### src/rtl/gpio_irq_pkg.sv
package gpio_irq_pkg;
  localparam int BUS_DW = 32;
  localparam int BUS_AW = 3;

  typedef enum logic [BUS_AW-1:0] {
    REG_RISE_EN  = 3'd0,
    REG_FALL_EN  = 3'd1,
    REG_HIGH_EN  = 3'd2,
    REG_LOW_EN   = 3'd3,
    REG_STATUS   = 3'd4,
    REG_EDGE_DIR = 3'd5,
    REG_PIN_LVL  = 3'd6,
    REG_SPARE    = 3'd7
  } reg_idx_e;
endpackage

### src/rtl/gpio_irq_sync.sv
module gpio_irq_sync #(
  parameter int NPINS  = 32,
  parameter int STAGES = 2
) (
  input  logic             clk,
  input  logic             rst_n,
  input  logic [NPINS-1:0] async_i,
  output logic [NPINS-1:0] sync_o
);
  logic [NPINS-1:0] chain_q [STAGES];

  always_ff @(posedge clk or negedge rst_n) begin
    if (!rst_n) begin
      for (int s = 0; s < STAGES; s++) chain_q[s] <= '0;
    end else begin
      chain_q[0] <= async_i;
      for (int s = 1; s < STAGES; s++) chain_q[s] <= chain_q[s-1];
    end
  end

  assign sync_o = chain_q[STAGES-1];
endmodule

### src/rtl/gpio_irq_edge_det.sv
module gpio_irq_edge_det #(
  parameter int NPINS = 32
) (
  input  logic             clk,
  input  logic             rst_n,
  input  logic [NPINS-1:0] lvl_i,
  output logic [NPINS-1:0] rise_o,
  output logic [NPINS-1:0] fall_o
);
  logic [NPINS-1:0] prev_q;

  always_ff @(posedge clk or negedge rst_n) begin
    if (!rst_n) prev_q <= '0;
    else        prev_q <= lvl_i;
  end

  assign rise_o = lvl_i & ~prev_q;
  assign fall_o = ~lvl_i & prev_q;
endmodule

### src/rtl/gpio_irq_regs.sv
module gpio_irq_regs import gpio_irq_pkg::*; #(
  parameter int NPINS = 32
) (
  input  logic              clk,
  input  logic              rst_n,
  input  logic              wr_en_i,
  input  logic [BUS_AW-1:0] addr_i,
  input  logic [NPINS-1:0]  wdata_i,
  output logic [NPINS-1:0]  rise_en_o,
  output logic [NPINS-1:0]  fall_en_o,
  output logic [NPINS-1:0]  high_en_o,
  output logic [NPINS-1:0]  low_en_o,
  output logic [NPINS-1:0]  clr_mask_o
);
  logic [NPINS-1:0] rise_q, fall_q, high_q, low_q;

  always_ff @(posedge clk or negedge rst_n) begin
    if (!rst_n) begin
      rise_q <= '0;
      fall_q <= '0;
      high_q <= '0;
      low_q  <= '0;
    end else if (wr_en_i) begin
      case (reg_idx_e'(addr_i))
        REG_RISE_EN: rise_q <= wdata_i;
        REG_FALL_EN: fall_q <= wdata_i;
        // a level enable never overrides the opposite polarity already set
        REG_HIGH_EN: high_q <= wdata_i & ~low_q;
        REG_LOW_EN:  low_q  <= wdata_i & ~high_q;
        default: ;
      endcase
    end
  end

  assign rise_en_o  = rise_q;
  assign fall_en_o  = fall_q;
  assign high_en_o  = high_q;
  assign low_en_o   = low_q;
  assign clr_mask_o = (wr_en_i && reg_idx_e'(addr_i) == REG_STATUS) ? wdata_i : '0;
endmodule

### src/rtl/gpio_irq_status.sv
module gpio_irq_status #(
  parameter int NPINS = 32
) (
  input  logic             clk,
  input  logic             rst_n,
  input  logic [NPINS-1:0] lvl_i,
  input  logic [NPINS-1:0] rise_i,
  input  logic [NPINS-1:0] fall_i,
  input  logic [NPINS-1:0] rise_en_i,
  input  logic [NPINS-1:0] fall_en_i,
  input  logic [NPINS-1:0] high_en_i,
  input  logic [NPINS-1:0] low_en_i,
  input  logic [NPINS-1:0] clr_mask_i,
  output logic [NPINS-1:0] pend_o,
  output logic [NPINS-1:0] dir_o,
  output logic [NPINS-1:0] status_o,
  output logic             irq_o
);
  for (genvar g = 0; g < NPINS; g++) begin : g_pin
    logic ev_rise, ev_fall, lvl_hit;
    logic pend_q, dir_q;

    assign ev_rise = rise_i[g] & rise_en_i[g];
    assign ev_fall = fall_i[g] & fall_en_i[g];
    assign lvl_hit = (high_en_i[g] & lvl_i[g]) | (low_en_i[g] & ~lvl_i[g]);

    always_ff @(posedge clk or negedge rst_n) begin
      if (!rst_n) begin
        pend_q <= 1'b0;
        dir_q  <= 1'b0;
      end else begin
        // a new event takes priority over a clear in the same cycle
        pend_q <= ev_rise | ev_fall | (pend_q & ~clr_mask_i[g]);
        if (ev_rise)      dir_q <= 1'b1;
        else if (ev_fall) dir_q <= 1'b0;
      end
    end

    assign pend_o[g]   = pend_q;
    assign dir_o[g]    = dir_q;
    assign status_o[g] = pend_q | lvl_hit;
  end

  assign irq_o = |status_o;
endmodule

### src/rtl/gpio_irq_ctrl.sv
module gpio_irq_ctrl import gpio_irq_pkg::*; #(
  parameter int NPINS       = 32,
  parameter int SYNC_STAGES = 2
) (
  input  logic              clk,
  input  logic              rst_n,
  input  logic [NPINS-1:0]  pin_i,
  input  logic              bus_sel,
  input  logic              bus_wr,
  input  logic [BUS_AW-1:0] bus_addr,
  input  logic [BUS_DW-1:0] bus_wdata,
  output logic [BUS_DW-1:0] bus_rdata,
  output logic              irq_o
);
  logic [NPINS-1:0] sync_lvl, rise_ev, fall_ev;
  logic [NPINS-1:0] rise_en, fall_en, high_en, low_en, clr_mask;
  logic [NPINS-1:0] edge_pend, edge_dir, status;
  logic             wr_en;

  assign wr_en = bus_sel & bus_wr;

  gpio_irq_sync #(.NPINS(NPINS), .STAGES(SYNC_STAGES)) sync_i (
    .clk(clk), .rst_n(rst_n), .async_i(pin_i), .sync_o(sync_lvl)
  );

  gpio_irq_edge_det #(.NPINS(NPINS)) edge_i (
    .clk(clk), .rst_n(rst_n), .lvl_i(sync_lvl), .rise_o(rise_ev), .fall_o(fall_ev)
  );

  gpio_irq_regs #(.NPINS(NPINS)) regs_i (
    .clk(clk), .rst_n(rst_n), .wr_en_i(wr_en), .addr_i(bus_addr),
    .wdata_i(bus_wdata[NPINS-1:0]),
    .rise_en_o(rise_en), .fall_en_o(fall_en), .high_en_o(high_en),
    .low_en_o(low_en), .clr_mask_o(clr_mask)
  );

  gpio_irq_status #(.NPINS(NPINS)) stat_i (
    .clk(clk), .rst_n(rst_n), .lvl_i(sync_lvl), .rise_i(rise_ev), .fall_i(fall_ev),
    .rise_en_i(rise_en), .fall_en_i(fall_en), .high_en_i(high_en), .low_en_i(low_en),
    .clr_mask_i(clr_mask), .pend_o(edge_pend), .dir_o(edge_dir),
    .status_o(status), .irq_o(irq_o)
  );

  always_comb begin
    bus_rdata = '0;
    case (reg_idx_e'(bus_addr))
      REG_RISE_EN:  bus_rdata[NPINS-1:0] = rise_en;
      REG_FALL_EN:  bus_rdata[NPINS-1:0] = fall_en;
      REG_HIGH_EN:  bus_rdata[NPINS-1:0] = high_en;
      REG_LOW_EN:   bus_rdata[NPINS-1:0] = low_en;
      REG_STATUS:   bus_rdata[NPINS-1:0] = status;
      REG_EDGE_DIR: bus_rdata[NPINS-1:0] = edge_dir;
      REG_PIN_LVL:  bus_rdata[NPINS-1:0] = sync_lvl;
      default:      bus_rdata = '0;
    endcase
  end
endmodule

### config.mk
export PLATFORM = sky130hd
export DESIGN_NAME = gpio_irq_ctrl
export DESIGN_NICKNAME = d
export VERILOG_FILES = /design/src/rtl/gpio_irq_pkg.sv /design/src/rtl/gpio_irq_sync.sv /design/src/rtl/gpio_irq_edge_det.sv /design/src/rtl/gpio_irq_regs.sv /design/src/rtl/gpio_irq_status.sv /design/src/rtl/gpio_irq_ctrl.sv
export SDC_FILE = /design/constraint.sdc
export NUM_CORES = 1
export LEC_CHECK = 0
export BUFFER_PORTS_ARGS = -buffer_cell sky130_fd_sc_hd__buf_2
export CORE_AREA = 2 2 182 184
export CTS_BUF_LIST = sky130_fd_sc_hd__clkbuf_8
export DETAILED_ROUTE_END_ITERATION = 8
export DIE_AREA = 0 0 184 186
export PLACE_DENSITY_LB_ADDON = 0.2
export SLEW_MARGIN = 30
export SYNTH_ARGS = -nofsm -noshare
export SYNTH_HDL_FRONTEND = slang
export SYNTH_SLANG_ARGS = --single-unit
### constraint.sdc
create_clock -name clk -period 2.2 [get_ports clk]
set_input_delay 0.22 -clock clk [delete_from_list [all_inputs] [get_ports clk]]
set_output_delay 0.22 -clock clk [all_outputs]
set_load 0.05 [all_outputs]
After elaboration in Yosys (flattened, before gate mapping)
Index checks and enable logic that the tools add are counted.
{"block": "classes", "eq_ne": 6, "n_mux": 66, "bitwise": 361, "n_reduce_logical": 39}
{"cell": "32-bit case mux with 7 select lines", "count": 1}
{"cell": "1-bit AND", "count": 161}
{"cell": "32-bit AND", "count": 4}
{"cell": "32-bit NOT", "count": 4}
{"cell": "1-bit bitwise OR", "count": 128}
{"cell": "1-bit 2-to-1 mux", "count": 64}
{"cell": "1-bit NOT", "count": 64}
{"cell": "2-bit nonzero test", "count": 32}
{"cell": "32-bit 2-to-1 mux", "count": 1}
{"cell": "32-bit OR reduction", "count": 1}
{"cell": "3-bit == test, second input constant", "count": 3}
{"cell": "2-bit AND reduction", "count": 4}
{"cell": "3-bit by 2-bit == test with 1-bit output, second input constant", "count": 2}
{"cell": "3-bit by 1-bit == test with 1-bit output, second input constant", "count": 1}
{"cell": "3-bit logical NOT", "count": 1}
{"cell": "1-bit logical AND", "count": 1}
{"block": "totals", "reg_bits": 288, "inputBits": 71, "out_inout_bits": 33, "wordCells": 543}

Longest topological paths before layout
Gate-level depths: netlist of run 1.
{"block": "depth", "ltp_word": 6, "mapped_depth": 7}

By module
Synthesis of run 1 repeated with hierarchy kept, for this count alone.
{"block": "hier_totals", "hier_cells": 1219, "hier_area_um2": 14207.4}
{"module": "gpio_irq_regs", "n_inst": 1, "cells_per_inst": 375, "area_per_inst_um2": 5490.3, "seq_area_each_um2": 3203.1}
{"module": "gpio_irq_status", "n_inst": 1, "cells_per_inst": 405, "area_per_inst_um2": 3550.9, "seq_area_each_um2": 1601.5}
{"module": "gpio_irq_ctrl", "n_inst": 1, "cells_per_inst": 247, "area_per_inst_um2": 1963.1, "seq_area_each_um2": 0.0}
{"module": "gpio_irq_sync", "n_inst": 1, "cells_per_inst": 96, "area_per_inst_um2": 1841.8, "seq_area_each_um2": 1601.5}
{"module": "gpio_irq_edge_det", "n_inst": 1, "cells_per_inst": 96, "area_per_inst_um2": 1361.3, "seq_area_each_um2": 800.8}

Worst setup path after synthesis of run 1
No wires, ideal clock.
{"block": "synth_path", "kind": "input -> output", "startpoint": "in bus_addr[2]", "endpoint": "out bus_rdata[20]", "arrival_time_ps": 2353, "required_time_ps": 1980, "path_slack_ps": -373, "stages": 6, "path_cell_list": "buf_2 > buf_2 > buf_2 > clkbuf_1 > a21oi_1 > o31ai_1"}
{"block": "synth_via", "elab_chain_len": 2}
{"item": "start, declared", "line_no": "gpio_irq_ctrl.sv:10", "source": "input logic [BUS_AW-1:0] bus_addr,"}
{"item": "3-bit == test, or another cell as far along", "line_no": "gpio_irq_ctrl.sv:46", "source": "case (reg_idx_e'(bus_addr))"}
{"item": "32-bit case mux with 7 select lines *", "line_no": "gpio_irq_ctrl.sv:46"}
{"item": "end, declared", "line_no": "gpio_irq_ctrl.sv:12", "source": "output logic [BUS_DW-1:0] bus_rdata,"}
Every way passes the cells marked *; elsewhere a longest branch is shown, timed or not.

Worst setup path after layout of run 1
{"block": "layout_path", "startpoint": "reg sync_i.chain_q, in the netlist sync_i.sync_o[5]", "endpoint": "out irq_o"}
{"block": "layout_via", "elab_chain_len": 5}
{"item": "start, declared", "line_no": "gpio_irq_sync.sv:10", "source": "logic [NPINS-1:0] chain_q [STAGES];"}
{"item": "1-bit NOT", "line_no": "gpio_irq_status.sv:25", "source": "assign lvl_hit = (high_en_i[g] & lvl_i[g]) | (low_en_i[g] & ~lvl_i[g]);"}
{"item": "1-bit AND", "line_no": "gpio_irq_status.sv:25"}
{"item": "1-bit bitwise OR *", "line_no": "gpio_irq_status.sv:25"}
{"item": "1-bit bitwise OR *", "line_no": "gpio_irq_status.sv:41", "source": "assign status_o[g] = pend_q | lvl_hit;"}
{"item": "32-bit OR reduction *", "line_no": "gpio_irq_status.sv:44", "source": "assign irq_o = |status_o;"}
{"item": "end, declared", "line_no": "gpio_irq_ctrl.sv:13", "source": "output logic irq_o"}
Marked as above.

==> impl_metrics.csv, run 1 <==
group,metric,value,unit
placement,globalplace.congestion,0.781,
timing,finalCritPeriodShare,127,%
clocking,clock_path_buffers,3,
synthesis,synth_nets,1245,
timing,setup_viol,5,
setup_path,crit_required,1980,ps
global_route,grt_start_max_net_pins,79,
power,cellPowerDensity,907,mW/mm^2
timing,layout_setup_ws,-593,ps
timing,slew_viol_final,0,
timing,tightest_slew,785,ps
synthesis,synth_top_area_share,56.9,%
clocking,cts_tree,"built",
placement,port_buffers,103,
setup_path,rrSetupSlack,1100,ps
synthesis,post-synth-top-count-cell,"dfrtp_1",
route,wl,35700,um
power,irDropWorstVdd,555,uV
cells_and_area,drive_above_1_share,32.3,%
global_route,grt_overflow,0,
clocking,cts_sinks,288,
clocking,htree_levels,2,
setup_path,critPathArrivalTime,2570,ps
cells_and_area,antenna_cells,0,
synthesis,synth_flop_cell,"dfrtp_1",
status,failed_checks,"setup timing",
synthesis,synth_area_per_cell,10.8,um^2
timing,max-slew-margin-rel,47.5,%
timing,max_freq,358,MHz
synthesis,synth_edf_count,0,
route,drtIter0Drc,625,
min_path,hp-class,"in2async",
cells_and_area,syn2layout_area_growth,33.1,%
global_route,grt_use_total,21.3,%
setup_path,rr_worst_depth,3,
synthesis,yosysWarnings,0,
synthesis,async_reset_ff_share,100,%
clocking,cts_root_buf,"clkbuf_8",
global_route,grt_pass1_wl,56300,um
floorplanning,rows,66,
timing,hold_viol_final,0,
synthesis,syn_area,0.0127,mm^2
route,drc_errors,0,
route,postRouteAntennaNets,0,
setup_path,crit_start,"sync_i.sync_o[5]",
global_route,antenna_found_initial,0,
setup_path,crit_end,"irq_o",
setup_path,crit_type,"reg2out",
route,via_per_inst,5.28,
placement,dp_hpwl,23600,um
power,p_total,15.3,mW
synthesis,ys_ff_latch,288,
setup_path,r2r-start,"sync_i.sync_o[6]",
status,status,"finished, violations left",
power,p_leak,7.51,nW
synthesis,synthTopCellsByCount,"dfrtp_1 (288), nand2_1 (159), nor2_1 (117), mux2_2 (110), a21oi_1 (70)",
setup_path,worstSetupStartpointType,"flip-flop",
synthesis,synth_area_leader_cell,"dfrtp_1",
synthesis,synth.distinct_cells,43,
setup_path,crit_fanout,2,
timing,hold_slack,124,ps
setup_path,crit_path_end_kind,"output pin",
timing,fin_tns_setup,-712,ps
floorplanning,fp.coreArea,0.0322,mm^2
floorplanning,ioPinCount,104,
floorplanning,fp.dieW,184,um
clocking,insertion_delay,570,ps
floorplanning,die_area,0.0342,mm^2
route,dr.pass1.iters,6,
job,cap_viol_max_count,0,
route,drt-wirelength-per-cell,18.6,um
floorplanning,die_y,186,um
timing,final.min_clock_period,2790,ps
timing,rsz0062_at_grt,"true",
clocking,path_clk_slew,60,ps
timing,finalClockSkew,16.6,ps
synthesis,synthesis.instances,1174,
global_route,grt_pass1_vias,10100,
synthesis,ys_seq_area_share,56.9,%
clocking,numCtsBuffers,51,
synthesis,yosys-top-cells-area,"dfrtp_1 (57%), mux2_2 (9.8%), nand2_1 (4.7%)",
cells_and_area,finalNetCount,1544,
floorplanning,start_util,39.4,%
setup_path,reg2reg_to,"stat_i.g_pin[6].pend_q",
route,dr_total_vias,10100,
==> critical path: stages (launching register included) <==
cell	delay, ps
dfrtp_1	390
mux2_4	320
nor4_4	200
buf_4	140
nand4_1	150
or4_4	610
buf_8	180
==> cells in the final DEF (no fill, tap or decap), drive strengths merged, types with 2 or more instances in the layout <==
cell | netlist | layout
nor2b | 36 | 36
a21oi | 70 | 70
o311ai | 6 | 6
a31oi | 2 | 2
o32ai | 4 | 4
bufinv | 0 | 2
a22oi | 21 | 21
nand4 | 4 | 4
nor3 | 3 | 3
or2 | 6 | 6
nand3 | 2 | 2
or4 | 3 | 3
nor2 | 117 | 117
clkbuf | 25 | 66
mux2i | 27 | 27
mux2 | 110 | 110
and3 | 2 | 2
inv | 3 | 18
dfrtp | 288 | 288
o21ai | 96 | 96
nand2 | 159 | 159
o2bb2ai | 3 | 3
a22o | 6 | 6
and2 | 2 | 2
clkinvlp | 0 | 2
o31ai | 4 | 4
o2111ai | 6 | 6
nor4 | 20 | 20
a211o | 2 | 2
dlygate4sd3 | 0 | 65
or3 | 2 | 2
clkinv | 0 | 5
buf | 31 | 237
a221o | 42 | 42
nand2b | 64 | 64
==> sequential cells by signal, indices dropped and copies added (netlist names) <==
name and count:
regs_i.low_en_o 32, sync_i.sync_o 32, stat_i.g_pin.dir_q 32, stat_i.g_pin.pend_q 32, edge_i.prev_q 32, regs_i.rise_en_o 32
sync_i.chain_q 32, regs_i.fall_en_o 32, regs_i.high_en_o 32
==> worst min path at each step <==
stage	end	slack (ps)	depth (start not counted)
after floorplan	edge_i.prev_q[0]	-80	0
after global placement	sync_i.chain_q[55]	130	1
after detailed placement	sync_i.chain_q[55]	130	1
after CTS	regs_i.fall_en_o[16]	110	2
after global routing	regs_i.rise_en_o[21]	130	2
final	regs_i.fall_en_o[16]	120	2
==> power by group <==
| part | total [mW] | internal [mW] | switching (mW) |
|---|---|---|---|
| Combinational | 3.43 | 1.70 | 1.74 |
| Clock | 5.13 | 2.91 | 2.22 |
| Sequential | 6.75 | 6.12 | 0.634 |
==> metal layers <==
metal  GRT usage (%)  vias up  wire length (um)
li1                -     4778                 -
met1            30.4     5049             16800
met2            33.6      237             16500
met3            3.15       66              1540
met4            6.53        0               767
met5               0        -                 0
==> through the flow <==
step	cells	instance area [um^2]	util [%]	worst slack (ps)
after floorplan	1174	12700	-	40.4
after global placement	1759	14700	45.5	-194
after detailed placement	1759	14700	45.5	-204
after CTS	1915	16700	51.8	-620
after global routing	1918	16900	52.4	-666
final	1918	16900	52.4	-593
==> cell type report <==
cell class | instances | area (um^2)
Fill cell | 2919 | 15300
Sequential cell | 288 | 7210
Multi-Input combinational cell | 827 | 5620
Timing Repair Buffer | 302 | 2450
Clock buffer | 66 | 908
Tap cell | 408 | 510
Clock inverter | 24 | 161
Inverter | 3 | 11.3
==> cell families (layout without fill, tap and decap cells) <==
| family | Yosys count | count (layout) | synth area share, % |
|---|---|---|---|
| mux | 137 | 137 | 11.9 |
| compound gates | 268 | 268 | 13.7 |
| simple gates | 422 | 422 | 15.5 |
| buf+inv | 59 | 395 | 2.01 |
| flops | 288 | 288 | 56.9 |
==> timing repair <==
| item | 4_1_cts | 5_1_grt |
|---|---|---|
| pin swaps | 12 | 8 |
| endpoints found under the hold margin | 476 | 0 |
| setup endpoints to repair | 22 | 28 |
| hold buffers | 65 | 0 |
| gates resized for setup | 88 | 44 |
| buffers inserted | 1 | 4 |
(Power assumes the default switching activity.)
==> run 2: changes to the inputs <==
Clock period 2.2 ns to 3.5 ns, I/O delays scaled along.
==> run 2 against run 1 <==
Against the previous run: combinational power is 51% lower; sequential power is 36% lower; first-iteration DRC count is 7.0% lower; the flow now finishes without violations; largest cell class unchanged.
==> impl_metrics.csv, run 2 (same netlist as run 1, synthesis figures left out) <==
group,metric,value,unit
floorplanning,fp.dieW,184,um
setup_path,crit_end,"irq_o",
cells_and_area,mostFrequentLayoutCells,"dfrtp_1 (288), nand2_1 (159), nor2_1 (117)",
global_route,grt_use_total,21.2,%
cells_and_area,layout_commonest_cell,"dfrtp_1",
route,drtIter0Drc,581,
global_route,antenna_found_initial,1,
status,status,"complete, no violations",
setup_path,crit_required,3150,ps
timing,rsz0062_at_grt,"false",
power,irDropWorstVdd,312,uV
setup_path,crit_path_end_kind,"output pin",
floorplanning,ioPinCount,104,
global_route,grt_overflow,0,
floorplanning,rows,66,
placement,post-place-cells,1666,
timing,final.min_clock_period,3220,ps
floorplanning,die_area,0.0342,mm^2
timing,max_freq,311,MHz
timing,hold_slack,54.8,ps
timing,slew_viol_final,0,
placement,port_buffers,103,
setup_path,timing.critical_path.slowest_stage_cell,"or4_1",
cells_and_area,drive_above_1_share,23.9,%
route,wl_met3,1700,um
route,drc_errors,0,
cells_and_area,stdcell_count,1782,
cells_and_area,syn2layout_area_growth,18.8,%
route,via_per_inst,5.39,
route,dr_total_vias,9606,
setup_path,rrSetupSlack,2530,ps
setup_path,slowest_delay,520,ps
min_path,hp-class,"in2reg",
floorplanning,fp.coreArea,0.0322,mm^2
floorplanning,start_util,39.4,%
setup_path,crit_type,"reg2out",
clocking,numCtsBuffers,51,
setup_path,critPathArrivalTime,2870,ps
power,p_leak,6.65,nW
timing,tightest_slew,795,ps
route,wl_met2,16000,um
timing,hold_viol_final,0,
setup_path,path_delay_family,"simple AND/OR/NAND/NOR gates",
placement,globalplace.congestion,0.804,
route,topRoutingLayerUsed,"met5",
route,postRouteAntennaNets,0,
clocking,cts_root_buf,"clkbuf_8",
route,wl_met1,16300,um
timing,setup_viol,0,
global_route,grt_start_max_net_pins,97,
clocking,htree_levels,2,
global_route,grt_pass1_vias,9799,
global_route,grt_pass1_wl,55700,um
cells_and_area,fin_util,46.7,%
clocking,path_clk_slew,50,ps
setup_path,crit_start,"sync_i.sync_o[22]",
route,wl,35100,um
cells_and_area,finalNetCount,1415,
route,dr.pass1.iters,5,
job,cap_viol_max_count,0,
timing,max-slew-margin-rel,47.0,%
clocking,clock_path_buffers,3,
setup_path,rr_worst_depth,2,
route,drt-wirelength-per-cell,19.7,um
setup_path,reg2reg_to,"stat_i.g_pin[14].pend_q",
clocking,insertion_delay,590,ps
setup_path,crit_fanout,6,
timing,fin_tns_setup,0,ps
setup_path,worstPathCellList,"mux2_2, nor4_1, nand4_1, or4_1, buf_2",
floorplanning,die_y,186,um
clocking,cts_tree,"built",
setup_path,r2r-start,"regs_i.rise_en_o[14]",
timing,finalClockSkew,23.8,ps
setup_path,worstSetupStartpointType,"flip-flop",
power,cellPowerDensity,589,mW/mm^2
timing,finalCritPeriodShare,92.0,%
setup_path,cp_num_cells,5,
setup_path,path_buf_inv,1,
cells_and_area,antenna_cells,0,
placement,dp_hpwl,22900,um
clocking,cts_sinks,288,
## run 2: cell types whose count changed in the layout (fill, tap and decap cells not counted), moves of 19 or more
cell           previous run  this run
mux2_2                   89       110
buf_4                   125        34
buf_2                    80       102
dlygate4sd3_1            65        33
mux2_4                   21         0
buf_6                    19         0
## run 2: what timing repair did
item	in CTS	in global routing
hold endpoints to repair	121	0
buffers inserted	0	0
hold buffers	33	0
gates resized for setup	0	0
## run 2: power breakdown
group / switching [mW] / internal, mW
sequential: 0.448 / 3.85
combinational: 0.916 / 0.760
clock: 1.36 / 1.53
## run 2: area by class of cell
class / count / area [um^2]
clock buffers: 60 / 826
well taps: 408 / 510
clock inverters: 23 / 91.3
inverters: 3 / 11.3
multi-input cells: 827 / 5240
repair buffers: 173 / 1170
flip-flops and latches: 288 / 7210
fillers: 3042 / 17200
## run 2: stage by stage
step	total power [mW]	setup slack (ps)	cell area [um^2]
5_1_grt	9.37	179	15100
6_report	8.86	281	15100
3_5_place_dp	6.00	819	13800
2_1_floorplan	5.44	667	12700
4_1_cts	8.96	244	15100
3_3_place_gp	5.96	825	13800
## run 2: routing by layer
layer | up-vias | GRT usage (%)
met5 | - | 0
met4 | 2 | 7.71
met3 | 74 | 3.91
met2 | 231 | 33.4
met1 | 4780 | 29.2
li1 | 4519 | -
## run 2: worst min-delay path by stage
stage                       start             endpoint  slack, ps  cells after the start
2_1_floorplan               rst_n     edge_i.prev_q[0]         50                      0
3_3_place_gp   sync_i.chain_q[58]    sync_i.sync_o[26]        330                      0
3_5_place_dp   sync_i.chain_q[45]    sync_i.sync_o[13]        330                      0
4_1_cts             bus_wdata[31]  regs_i.low_en_o[31]         20                      3
5_1_grt              bus_wdata[8]  regs_i.high_en_o[8]         40                      3
6_report             bus_wdata[8]  regs_i.high_en_o[8]         50                      3
## run 2: worst reg2reg max path, delay by kind of cell (launching register included)
kind / cells / cell delay (ps)
compound gates: 1 / 300
flops: 1 / 400
simple gates: 1 / 160
==> run 3: changes to the inputs <==
Settings changed: CTS_CLUSTER_SIZE set to 30.
Clock period 3.5 ns to 3.3 ns, I/O delays scaled along.
==> run 3 against run 2 <==
Against the previous run: die area unchanged; cell count up 0.67%; count of clock-buffer cells in the layout up 10; via count about the same; sequential share of layout area down 0.64 points; non-clock buffer count up 2; largest power group unchanged.
==> impl_metrics.csv, run 3 (same netlist as run 1, synthesis figures left out) <==
group,metric,value,unit
placement,globalplace.congestion,0.787,
min_path,min_path_cells,3,
timing,rsz0062_at_grt,"false",
cells_and_area,finalNetCount,1417,
job,cap_viol_max_count,0,
timing,max-slew-margin-rel,51.9,%
clocking,cts_root_buf,"clkbuf_8",
setup_path,timing.critical_path.slowest_stage_cell,"or4_1",
timing,finalCritPeriodShare,94.4,%
cells_and_area,drive_above_1_share,24.7,%
timing,hold_slack,41.9,ps
setup_path,crit_type,"reg2out",
setup_path,worstSetupStartpointType,"flip-flop",
timing,fin_tns_setup,0,ps
global_route,grt_overflow,0,
route,postRouteAntennaNets,0,
power,irDropWorstVdd,301,uV
timing,setup_viol,0,
floorplanning,rows,66,
route,dr_total_vias,9615,
power,power_frac_seq,47.0,%
timing,max_freq,321,MHz
floorplanning,start_util,39.4,%
timing,finalClockSkew,22.7,ps
timing,hold_viol_final,0,
floorplanning,fp.coreArea,0.0322,mm^2
timing,final.min_clock_period,3110,ps
clocking,path_clk_slew,60,ps
route,via_per_inst,5.36,
route,dr.pass1.iters,6,
setup_path,slowest_delay,630,ps
global_route,grt_start_max_net_pins,83,
clocking,cts_sinks,288,
power,switching_share,30.1,%
clocking,insertion_delay,580,ps
route,wl,35000,um
min_path,hp-class,"in2reg",
floorplanning,ioPinCount,104,
global_route,grt_use_total,21.0,%
power,p_clk_share,34.6,%
setup_path,worstPathCellList,"mux2_2, nor4_1, nand4_1, or4_1, buf_2",
power,cellPowerDensity,635,mW/mm^2
global_route,antenna_found_initial,1,
global_route,grt_pass1_vias,9580,
setup_path,crit_path_end_kind,"output pin",
route,drc_errors,0,
floorplanning,fp.dieW,184,um
status,status,"complete, no violations",
placement,dp_hpwl,22700,um
clocking,htree_levels,2,
cells_and_area,mostFrequentLayoutCells,"dfrtp_1 (288), nand2_1 (159), nor2_1 (117)",
route,drt-wirelength-per-cell,19.5,um
setup_path,crit_required,2970,ps
setup_path,critPathArrivalTime,2780,ps
cells_and_area,fin_util,47.4,%
timing,slew_viol_final,0,
clocking,clock_path_buffers,3,
global_route,grt_pass1_wl,54800,um
cells_and_area,syn2layout_area_growth,20.4,%
setup_path,rr_worst_depth,2,
route,drtIter0Drc,654,
floorplanning,die_area,0.0342,mm^2
clocking,numCtsBuffers,51,
cells_and_area,layout_commonest_cell,"dfrtp_1",
clocking,cts_tree,"built",
power,p_leak,6.73,nW
placement,port_buffers,103,
setup_path,crit_fanout,6,
timing,tightest_slew,721,ps
power,p_int,6.77,mW
floorplanning,die_y,186,um
power,power.switching,2.92,mW
power,power_frac_comb,18.4,%
cells_and_area,antenna_cells,0,
[run 3: changes by cell type in the layout (fill, tap and decap cells not counted)]
cell / previous run / this run
buf_12: 3 / 6
buf_4: 34 / 32
clkbuf_8: 60 / 70
clkinv_2: 4 / 5
clkinvlp_4: 0 / 1
dlygate4sd3_1: 33 / 34
inv_1: 21 / 19
nor4_1: 18 / 17
nor4_2: 1 / 2
[run 3: final timing paths]
kind / slack, ps / to / from
min: 40 / regs_i.low_en_o[8] / bus_wdata[8]
min in group asynchronous: 330 / sync_i.chain_q[54] / rst_n
max in group asynchronous: 2100 / regs_i.low_en_o[27] / rst_n
max: 190 / irq_o / sync_i.sync_o[14]
max reg2reg: 2320 / stat_i.g_pin[11].pend_q / regs_i.rise_en_o[11]
min reg2reg: 340 / sync_i.sync_o[6] / sync_i.chain_q[38]
[run 3: repair_timing]
item                       CTS  global route
setup endpoints to repair    1             0
hold buffers                34             0
hold endpoints to repair   111             0
resized for setup            1             0
buffers inserted             0             0
[run 3: stage by stage]
step           cells  cell area [um^2]  power, mW  worst slack, ps
3_3_place_gp    1667             13800       6.31              571
6_report        1794             15300       9.68              185
4_1_cts         1794             15300       9.80             96.3
5_1_grt         1794             15300       10.2           0.0679
2_1_floorplan   1174             12700       5.77              507
3_5_place_dp    1667             13800       6.36              599
[run 3: layer usage]
metal  up-vias  part of all wire (%)  track usage [%]
li1       4525                     -                -
met1      4765                    46             29.2
met2       260                    47             33.7
met3        63                   5.2             3.60
met4         2                   2.1             6.21
met5         -                 0.037                0
[run 3: power groups by stage]
stage                     clock, mW  combinational (mW)  sequential [mW]
after CTS                      3.46                1.80             4.54
after global placement            0                1.73             4.59
after detailed placement          0                1.76             4.60
after global routing           3.63                1.98             4.63
after floorplan                   0                1.32             4.44
final                          3.35                1.78             4.55
[run 3: final cells by class]
type | count | area (um^2)
repair buffers | 175 | 1230
well taps | 408 | 510
clock inverters | 23 | 96.3
multi-input cells | 827 | 5240
clock buffers | 70 | 963
inverters | 3 | 11.3
flip-flops and latches | 288 | 7210
fillers | 2991 | 17000
[run 3: worst max-delay path: cells and delay by family (launching register included)]
kind                   cells  cell delay, ps
buffers and inverters      1             250
multiplexers               1             380
AND/OR/NAND/NOR            3            1170
flip-flops                 1             440
